## src/rtl/rtc_pkg.sv

```systemverilog
package rtc_pkg;

    // Word offsets of the register map (byte addresses)
    localparam int OFF_COUNT  = 'h000;
    localparam int OFF_MATCH  = 'h004;
    localparam int OFF_LOAD   = 'h008;
    localparam int OFF_CTRL   = 'h00C;
    localparam int OFF_MASK   = 'h010;
    localparam int OFF_RAW    = 'h014;
    localparam int OFF_MSTAT  = 'h018;
    localparam int OFF_CLEAR  = 'h01C;

    // Number of identification words at the top of the space
    localparam int ID_WORDS   = 8;

    typedef struct packed {
        logic load;
        logic match;
        logic mask;
        logic clear;
    } rtc_wstb_t;

    // Identification byte for word index 0..7 of the top window
    function automatic logic [7:0] rtc_id_byte(input logic [2:0] idx);
        case (idx)
            3'd0:    return 8'h31;
            3'd1:    return 8'h10;
            3'd2:    return 8'h14;
            3'd3:    return 8'h00;
            3'd4:    return 8'h0D;
            3'd5:    return 8'hF0;
            3'd6:    return 8'h05;
            default: return 8'hB1;
        endcase
    endfunction

endpackage

```

## src/rtl/rtc_bus_decode.sv

```systemverilog
module rtc_bus_decode
    import rtc_pkg::*;
#(
    parameter int ADDR_W = 12
) (
    input  logic              bus_sel,
    input  logic              bus_wr,
    input  logic [ADDR_W-1:0] bus_addr,
    output rtc_wstb_t         wstb
);
    localparam int WORD_W = ADDR_W - 2;

    logic [WORD_W-1:0] word;
    logic              wr_en;

    assign word  = bus_addr[ADDR_W-1:2];
    assign wr_en = bus_sel & bus_wr;

    // Only writable registers get a strobe; count, status, control and
    // unmapped offsets decode to nothing
    always_comb begin
        wstb       = '0;
        wstb.load  = wr_en && (word == WORD_W'(OFF_LOAD  >> 2));
        wstb.match = wr_en && (word == WORD_W'(OFF_MATCH >> 2));
        wstb.mask  = wr_en && (word == WORD_W'(OFF_MASK  >> 2));
        wstb.clear = wr_en && (word == WORD_W'(OFF_CLEAR >> 2));
    end

endmodule

```

## src/rtl/rtc_time_core.sv

```systemverilog
module rtc_time_core
    import rtc_pkg::*;
#(
    parameter int W = 32
) (
    input  logic         clk,
    input  logic         rst_n,
    input  logic         tick,
    input  rtc_wstb_t    wstb,
    input  logic [W-1:0] wdata,
    output logic [W-1:0] count,
    output logic [W-1:0] match,
    output logic [W-1:0] load,
    output logic         mask,
    output logic         raw
);
    typedef struct packed {
        logic [W-1:0] count;
        logic [W-1:0] match;
        logic [W-1:0] load;
        logic         mask;
        logic         raw;
    } core_state_t;

    core_state_t state_d, state_q;
    logic        event_d;

    always_comb begin
        state_d = state_q;
        event_d = 1'b0;

        // Load beats tick; tick steps and wraps
        if (wstb.load) begin
            state_d.count = wdata;
            state_d.load  = wdata;
            event_d       = 1'b1;
        end else if (tick) begin
            state_d.count = state_q.count + W'(1);
            event_d       = 1'b1;
        end

        if (wstb.match) begin
            state_d.match = wdata;
            event_d       = 1'b1;
        end

        // Only bit 0 of the mask write is kept
        if (wstb.mask) begin
            state_d.mask = wdata[0];
        end

        // Clear on any data
        if (wstb.clear) begin
            state_d.raw = 1'b0;
        end

        // Alarm fires on a fresh equality against the updated values
        if (event_d && (state_d.count == state_d.match)) begin
            state_d.raw = 1'b1;
        end
    end

    always_ff @(posedge clk or negedge rst_n) begin
        if (!rst_n) begin
            state_q <= '0;
        end else begin
            state_q <= state_d;
        end
    end

    assign count = state_q.count;
    assign match = state_q.match;
    assign load  = state_q.load;
    assign mask  = state_q.mask;
    assign raw   = state_q.raw;

endmodule

```

## src/rtl/rtc_read_mux.sv

```systemverilog
module rtc_read_mux
    import rtc_pkg::*;
#(
    parameter int W      = 32,
    parameter int ADDR_W = 12
) (
    input  logic [ADDR_W-1:0] bus_addr,
    input  logic [W-1:0]      count,
    input  logic [W-1:0]      match,
    input  logic [W-1:0]      load,
    input  logic              mask,
    input  logic              raw,
    output logic [W-1:0]      rdata
);
    localparam int WORD_W  = ADDR_W - 2;
    localparam int ID_BASE = (1 << WORD_W) - ID_WORDS;

    logic [WORD_W-1:0] word;
    logic              in_id;

    assign word  = bus_addr[ADDR_W-1:2];
    assign in_id = (word >= WORD_W'(ID_BASE));

    always_comb begin
        rdata = '0;
        if (in_id) begin
            rdata = W'(rtc_id_byte(word[2:0]));
        end else begin
            case (word)
                WORD_W'(OFF_COUNT >> 2): rdata = count;
                WORD_W'(OFF_MATCH >> 2): rdata = match;
                WORD_W'(OFF_LOAD  >> 2): rdata = load;
                WORD_W'(OFF_CTRL  >> 2): rdata = W'(1);
                WORD_W'(OFF_MASK  >> 2): rdata = W'(mask);
                WORD_W'(OFF_RAW   >> 2): rdata = W'(raw);
                WORD_W'(OFF_MSTAT >> 2): rdata = W'(raw & mask);
                default:                 rdata = '0;
            endcase
        end
    end

endmodule

```

## src/rtl/rtc_seconds_alarm.sv

```systemverilog
module rtc_seconds_alarm
    import rtc_pkg::*;
#(
    parameter int W      = 32,
    parameter int ADDR_W = 12
) (
    input  logic              clk,
    input  logic              rst_n,
    input  logic              sec_tick,
    input  logic              bus_sel,
    input  logic              bus_wr,
    input  logic [ADDR_W-1:0] bus_addr,
    input  logic [W-1:0]      bus_wdata,
    output logic [W-1:0]      bus_rdata,
    output logic              alarm_irq
);
    rtc_wstb_t    wstb;
    logic [W-1:0] cur_count;
    logic [W-1:0] cur_match;
    logic [W-1:0] cur_load;
    logic         cur_mask;
    logic         cur_raw;

    rtc_bus_decode #(.ADDR_W(ADDR_W)) u_dec (
        .bus_sel  (bus_sel),
        .bus_wr   (bus_wr),
        .bus_addr (bus_addr),
        .wstb     (wstb)
    );

    rtc_time_core #(.W(W)) u_core (
        .clk   (clk),
        .rst_n (rst_n),
        .tick  (sec_tick),
        .wstb  (wstb),
        .wdata (bus_wdata),
        .count (cur_count),
        .match (cur_match),
        .load  (cur_load),
        .mask  (cur_mask),
        .raw   (cur_raw)
    );

    rtc_read_mux #(.W(W), .ADDR_W(ADDR_W)) u_rmux (
        .bus_addr (bus_addr),
        .count    (cur_count),
        .match    (cur_match),
        .load     (cur_load),
        .mask     (cur_mask),
        .raw      (cur_raw),
        .rdata    (bus_rdata)
    );

    // Interrupt pin mirrors the masked status
    assign alarm_irq = cur_raw & cur_mask;

endmodule

```

## config.mk

```make
export PLATFORM = sky130hd
export DESIGN_NAME = rtc_seconds_alarm
export DESIGN_NICKNAME = d
export VERILOG_FILES = /design/src/rtl/rtc_pkg.sv /design/src/rtl/rtc_bus_decode.sv /design/src/rtl/rtc_time_core.sv /design/src/rtl/rtc_read_mux.sv /design/src/rtl/rtc_seconds_alarm.sv
export SDC_FILE = /design/constraint.sdc
export NUM_CORES = 1
export LEC_CHECK = 0
export ABC_AREA = 1
export BUFFER_PORTS_ARGS = -buffer_cell sky130_fd_sc_hd__buf_4
export CORE_MARGIN = 2
export CORE_UTILIZATION = 47
export DETAILED_ROUTE_END_ITERATION = 6
export PLACE_DENSITY = 0.67
export SLEW_MARGIN = 10
export SYNTH_ARGS = -nofsm -noshare
export SYNTH_HDL_FRONTEND = slang
export SYNTH_SLANG_ARGS = --single-unit
```

## constraint.sdc

```tcl
create_clock -name clk -period 2.2 [get_ports clk]
set_input_delay 0 -clock clk [delete_from_list [all_inputs] [get_ports clk]]
set_output_delay 0 -clock clk [all_outputs]
set_load 0.1 [all_outputs]
```

Word-level counts from Yosys, hierarchy flattened

Index checks and enable logic that the tools add are counted.

Bits of input ports: 49
Output and inout port bits: 33
Word-level logic and storage cells: 43
Bits in registers: 98

Reductions and logical operators: 8
Bitwise operators: 3
Add/sub/neg operators: 1
Order comparisons: 1
Equal/unequal tests: 14
Multiplexer cells: 11

Operator list:

| operator                | number |
|---|---|
| $pmux W32 S7            | 1 |
| $mux W32                | 4 |
| $pmux W8 S7             | 1 |
| $eq A10 B3 Y1 const B   | 4 |
| $add A32 B1 Y32 const B | 1 |
| $eq A32 B32 Y1          | 1 |
| $eq A10 B2 Y1 const B   | 2 |
| $eq A10 B1 Y1 const B   | 1 |
| $ge A10 B10 Y1 const B  | 1 |
| $logic_not A10 Y1       | 1 |
| $eq A3 B3 Y1 const B    | 3 |
| $eq A3 B2 Y1 const B    | 2 |
| $logic_and A1 B1 Y1     | 5 |
| $mux W1                 | 5 |
| $and A1 B1 Y1           | 3 |
| $eq A3 B1 Y1 const B    | 1 |
| $logic_not A3 Y1        | 1 |
| $reduce_bool A2 Y1      | 1 |

Logic depth before layout (Yosys ltp)

Depth in word-level cells: 6
Mapped depth: 17
Mapped depth without buffers: 17

Modules after synthesis

A second synthesis with hierarchy kept.

Cells, all modules: 954
Area, all modules: 6482.5 sq um

Modules (own cells, without submodules):

| module            | sequential area each (sq um) | area each (sq um) | cells an instance | times used |
|---|---|---|---|---|
| rtc_time_core     | 2452.4                       | 5410.2            | 719               | 1 |
| rtc_read_mux      | 0.0                          | 944.7             | 203               | 1 |
| rtc_bus_decode    | 0.0                          | 120.1             | 30                | 1 |
| rtc_seconds_alarm | 0.0                          | 7.5               | 2                 | 1 |

Worst setup path after synthesis

Ideal clock, no wire load.

Path type: input to output
From: in bus_addr[5]
To: out bus_rdata[6]
Path buffers: 0
Setup slack: -630 ps
Data required time: 2200 ps
Stages on the path: 4
Arrival: 2830 ps
Cells stage by stage: inv_1 -> nor4_1 -> inv_1 -> o31ai_1

Cells in the longest elaborated chain, start to end: 3
Elaborated cells between the ends (all ways): 10
Those cells by class: order compare (1); eq/ne (6); mux (2); reduce/logical (1)

Ends and longest elaborated chain:

| element                                                                | line                    | text |
|---|---|---|
| start: declaration                                                     | rtc_seconds_alarm.sv:12 | `input logic [ADDR_W-1:0] bus_addr,` |
| parallel branches: the longest is 2 deep, another holds $ge A10 B10 Y1 | -                       |  |
| $mux W32 (*)                                                           | rtc_read_mux.sv:26      | `if (in_id) begin` |
| end: declaration                                                       | rtc_seconds_alarm.sv:14 | `output logic [W-1:0] bus_rdata,` |

Mark *: on every way between the ends.

==> results by group <==
Run status
  – Status: complete, no violations

Timing
  – Slew @ Worst Pin: 0.620 ns
  – Final hold slack: a little over 0.05 ns
  – Final hold viol count: 0
  – F_max: slightly below 500 MHz
  – # setup viols final: 0
  – RSZ-0062 raised after global routing: false
  – Final worst path period share: 0.931
  – Fin crit period: 2.05 ns
  – Final Skew: about 0.0071 ns
  – Slew Limit Fails: 0
  – Relative max-transition margin: 0.583

CTS
  – Htree depth: 3
  – Worst-path clk slew: about 0.070 ns
  – CTS sink count: 98
  – Root Driver: clkbuf_16
  – TritonCTS clock tree: yes
  – Clk Latency, worst-skew pair: 0.36 ns
  – CTS Buffer Depth: 2
  – Cts bufs inserted: 9

Final layout
  – Nets@finish: 1116
  – Layout area overhead: 28.7%
  – Utilization after layout: 0.617
  – Filler Cell Count: 1239
  – Share of cells above drive strength 1: 0.222
  – N_diodes: 0
  – Register Area: 0.00246 sq mm
  – Multi-input gate area: 0.00335 sq mm

Yosys
  – Flops & latches, synth: just under 100
  – Most common library cells after synthesis: nand2_1 (327), inv_1 (129), dfrtp_1 (98)
  – Largest area contributor in the netlist: dfrtp_1
  – Post-Syn Area per Cell: 6.85 sq um
  – Synth Warn #: 0
  – Synthesized area: about 0.0063 sq mm
  – Top cell type's share of synthesized area: 0.386
  – Area contributors post-synth: dfrtp_1 (39%), nand2_1 (19%), inv_1 (7.6%)
  – Post-synthesis cell type count: 39
  – Register area share after synthesis: 0.386
  – Count leader, synth: nand2_1
  – Post-synth EDFFs: 0
  – Syn_nets: 977
  – Mapped Cells: slightly above 900
  – Async set-reset flop share out of synthesis: 1.00
  – Most used DFF post-synth: dfrtp_1

Place
  – PortBufs: 79
  – Post-detail-place hpwl: between 10 and 15 mm
  – Final RePlAce weighted congestion: 0.950

Die
  – Total die area: ~0.014 sq mm
  – I/O pin count: 82
  – Starting Density: 0.479
  – Rows: 42
  – Placeable core area: 0.0132 sq mm
  – Die height: between 100 and 150 microns
  – DIE WIDTH: around 120 microns

Setup path
  – Worst r2r src: u_core.count[1]
  – Arr. time, crit path: approximately 2.4 ns
  – Crit start category: flip-flop
  – R2R setup slack: ~0.15 ns
  – Delay-heaviest family, CP: simple AND/OR/NAND/NOR gates
  – Critical setup path kind: reg2reg
  – RR Endpoint: u_core.raw
  – Worst Reg-to-Reg Cells: 17
  – Critical Path RT: roughly 2.5 ns
  – WP buf/inv: 1
  – CP peak stage delay: approximately 0.42 ns
  – CP max FO: 4
  – CP max stage cell: dfrtp_1
  – Top cell by count, worst path: nand2_1
  – CP Cell Sequence: ha_4 > inv_1 > nor2_1 > nand2_1 > nor2_2 > nand2_1 > nand2_1 > nand3_1 > nand2_1 > nand2_1 > nand2_1 > nand2_1 > nor2_1 > nand3_2 > nor2_2 > nand3_1 > nand2_1
  – CP Capture Type: flip-flop

Detailed routing
  – Vias per Instance: roughly 5.2
  – Post-route ant nets: 0
  – Final WL: between 15 and 20 mm
  – TritonRoute pass-1 iters: 5
  – Post-route DRC: 0
  – DR iter-0 viols: 427
  – Routed vias: between 6000 and 7000
  – Wire per inst: between 10 and 15 microns

GRT
  – First-pass GRT wire length: between 30 and 40 mm
  – Number of global-route vias before repair: approximately 6300
  – Initial antenna violation count: 0
  – Largest net degree at the start of global routing: 55
  – Total GRT Usage: 0.273
  – Total gr overflow: 0

Worst hold path
  – Hold_sp: sec_tick
  – Hold Crit Depth: 5
  – Worst Hold Class: in2reg
  – WHS Endpoint: u_core.count[1]

Power
  – PwrDens: between 500 and 600 mW/mm^2
  – Pleak: 4.29 nW
  – Worst ir drop on vdd: ~0.0005 V

Flow run
  – Max_cap viols: 0
[flip-flops by register name (all words and copies together), names as in the netlist]
signal,cells
u_core.count,32
u_core.load,32
u_core.mask,1
u_core.match,32
u_core.raw,1
[cells in the final DEF (no fill, tap or decap), drive strengths merged]
cell | netlist | final
nand3 | 86 | 86
clkbuf | 10 | 12
o221ai | 25 | 25
inv | 145 | 145
buf | 18 | 123
xnor2 | 1 | 1
o22ai | 2 | 2
or2 | 2 | 2
dfrtp | 98 | 98
nand3b | 2 | 2
nor3 | 2 | 2
dlygate4sd3 | 0 | 33
o21ai | 65 | 65
and3 | 1 | 1
clkinvlp | 0 | 1
nand4 | 34 | 34
nand2 | 332 | 332
o21bai | 9 | 9
a2bb2oi | 1 | 1
xor2 | 1 | 1
clkinv | 3 | 6
nor2 | 73 | 73
o31ai | 2 | 2
ha | 1 | 1
o2111ai | 5 | 5
nor4 | 2 | 2
o211ai | 1 | 1
a21oi | 6 | 6
[worst reg2reg max path: stages (launching register included)]
cell,delay [ns]
dfrtp_1,0.42
ha_4,0.18
inv_1,0.04
nor2_1,0.09
nand2_1,0.07
nor2_2,0.15
nand2_1,0.13
nand2_1,0.09
nand3_1,0.08
nand2_1,0.09
nand2_1,0.05
nand2_1,0.09
nand2_1,0.06
nor2_1,0.11
nand3_2,0.11
nor2_2,0.11
nand3_1,0.06
nand2_1,0.06
[where the power goes]
part | total [W] | internal [W] | switching, W
combinational | 0.00131 | 0.000530 | 0.000776
clock | 0.00154 | 0.000828 | 0.000708
sequential | 0.00204 | 0.00191 | 0.000122
[cell type report]
class / instances / share of cell area
clock buffer: 12 / 0.0314
clock inverter: 4 / 0.00321
inverter: 148 / 0.0684
multi-input combinational: 653 / 0.410
sequential: 98 / 0.301
tap: 176 / 0.0269
timing repair buffer: 156 / 0.159
[worst max-delay path by stage]
stage                          from            end  slack [ns]  depth (start not counted)
floorplan               bus_addr[9]  bus_rdata[10]       -0.15                          7
global placement    u_core.count[0]     u_core.raw        0.06                         15
detailed placement  u_core.count[0]     u_core.raw        0.05                         16
CTS                 u_core.count[0]     u_core.raw        0.04                         15
global route        u_core.count[1]     u_core.raw       0.002                         17
finish              u_core.count[1]     u_core.raw        0.15                         17
[per-stage QoR]
| step | cells | area (sq um) | TNS (ns) | total power [W] | setup slack, ns |
|---|---|---|---|---|---|
| 2_1_floorplan | 927 | 6450 | -2.19 | 0.00273 | -0.147 |
| 3_3_place_gp | 1191 | 7380 | 0 | 0.00313 | 0.0633 |
| 3_5_place_dp | 1191 | 7380 | 0 | 0.00314 | 0.0533 |
| 4_1_cts | 1240 | 8000 | 0 | 0.00472 | 0.0447 |
| 5_1_grt | 1247 | 8180 | 0 | 0.00513 | 0.00197 |
| 6_report | 1247 | 8180 | 0 | 0.00488 | 0.151 |
[cell families (layout without fill, tap and decap cells)]
logic type                 count (synthesis)  after routing  share of synthesized area
DFF                                       98             98                      0.386
xor gates and xnor gates                   2              2                    0.00276
buffers and inverters                    176            320                      0.117
and+or+nand+nor                          534            534                      0.370
adders and majority gates                  1              1                    0.00197
AOI/OAI and AO/OA                        116            116                      0.122
[routing by layer]
| layer | up-vias | track usage | part of all wire |
|---|---|---|---|
| li1 | 3281 | - | - |
| met4 | 0 | 0.0952 | 0.027 |
| met3 | 34 | 0.0406 | 0.051 |
| met5 | - | 0 | 0 |
| met1 | 3013 | 0.374 | 0.46 |
| met2 | 197 | 0.444 | 0.47 |
[timing repair]
action,4_1_cts,5_1_grt
setup buffers,0,7
setup endpoints to repair,0,1
resized for setup,0,43
hold buffers,33,0
hold endpoints to repair,165,0
No activity file was read; power rests on OpenSTA's default activity.
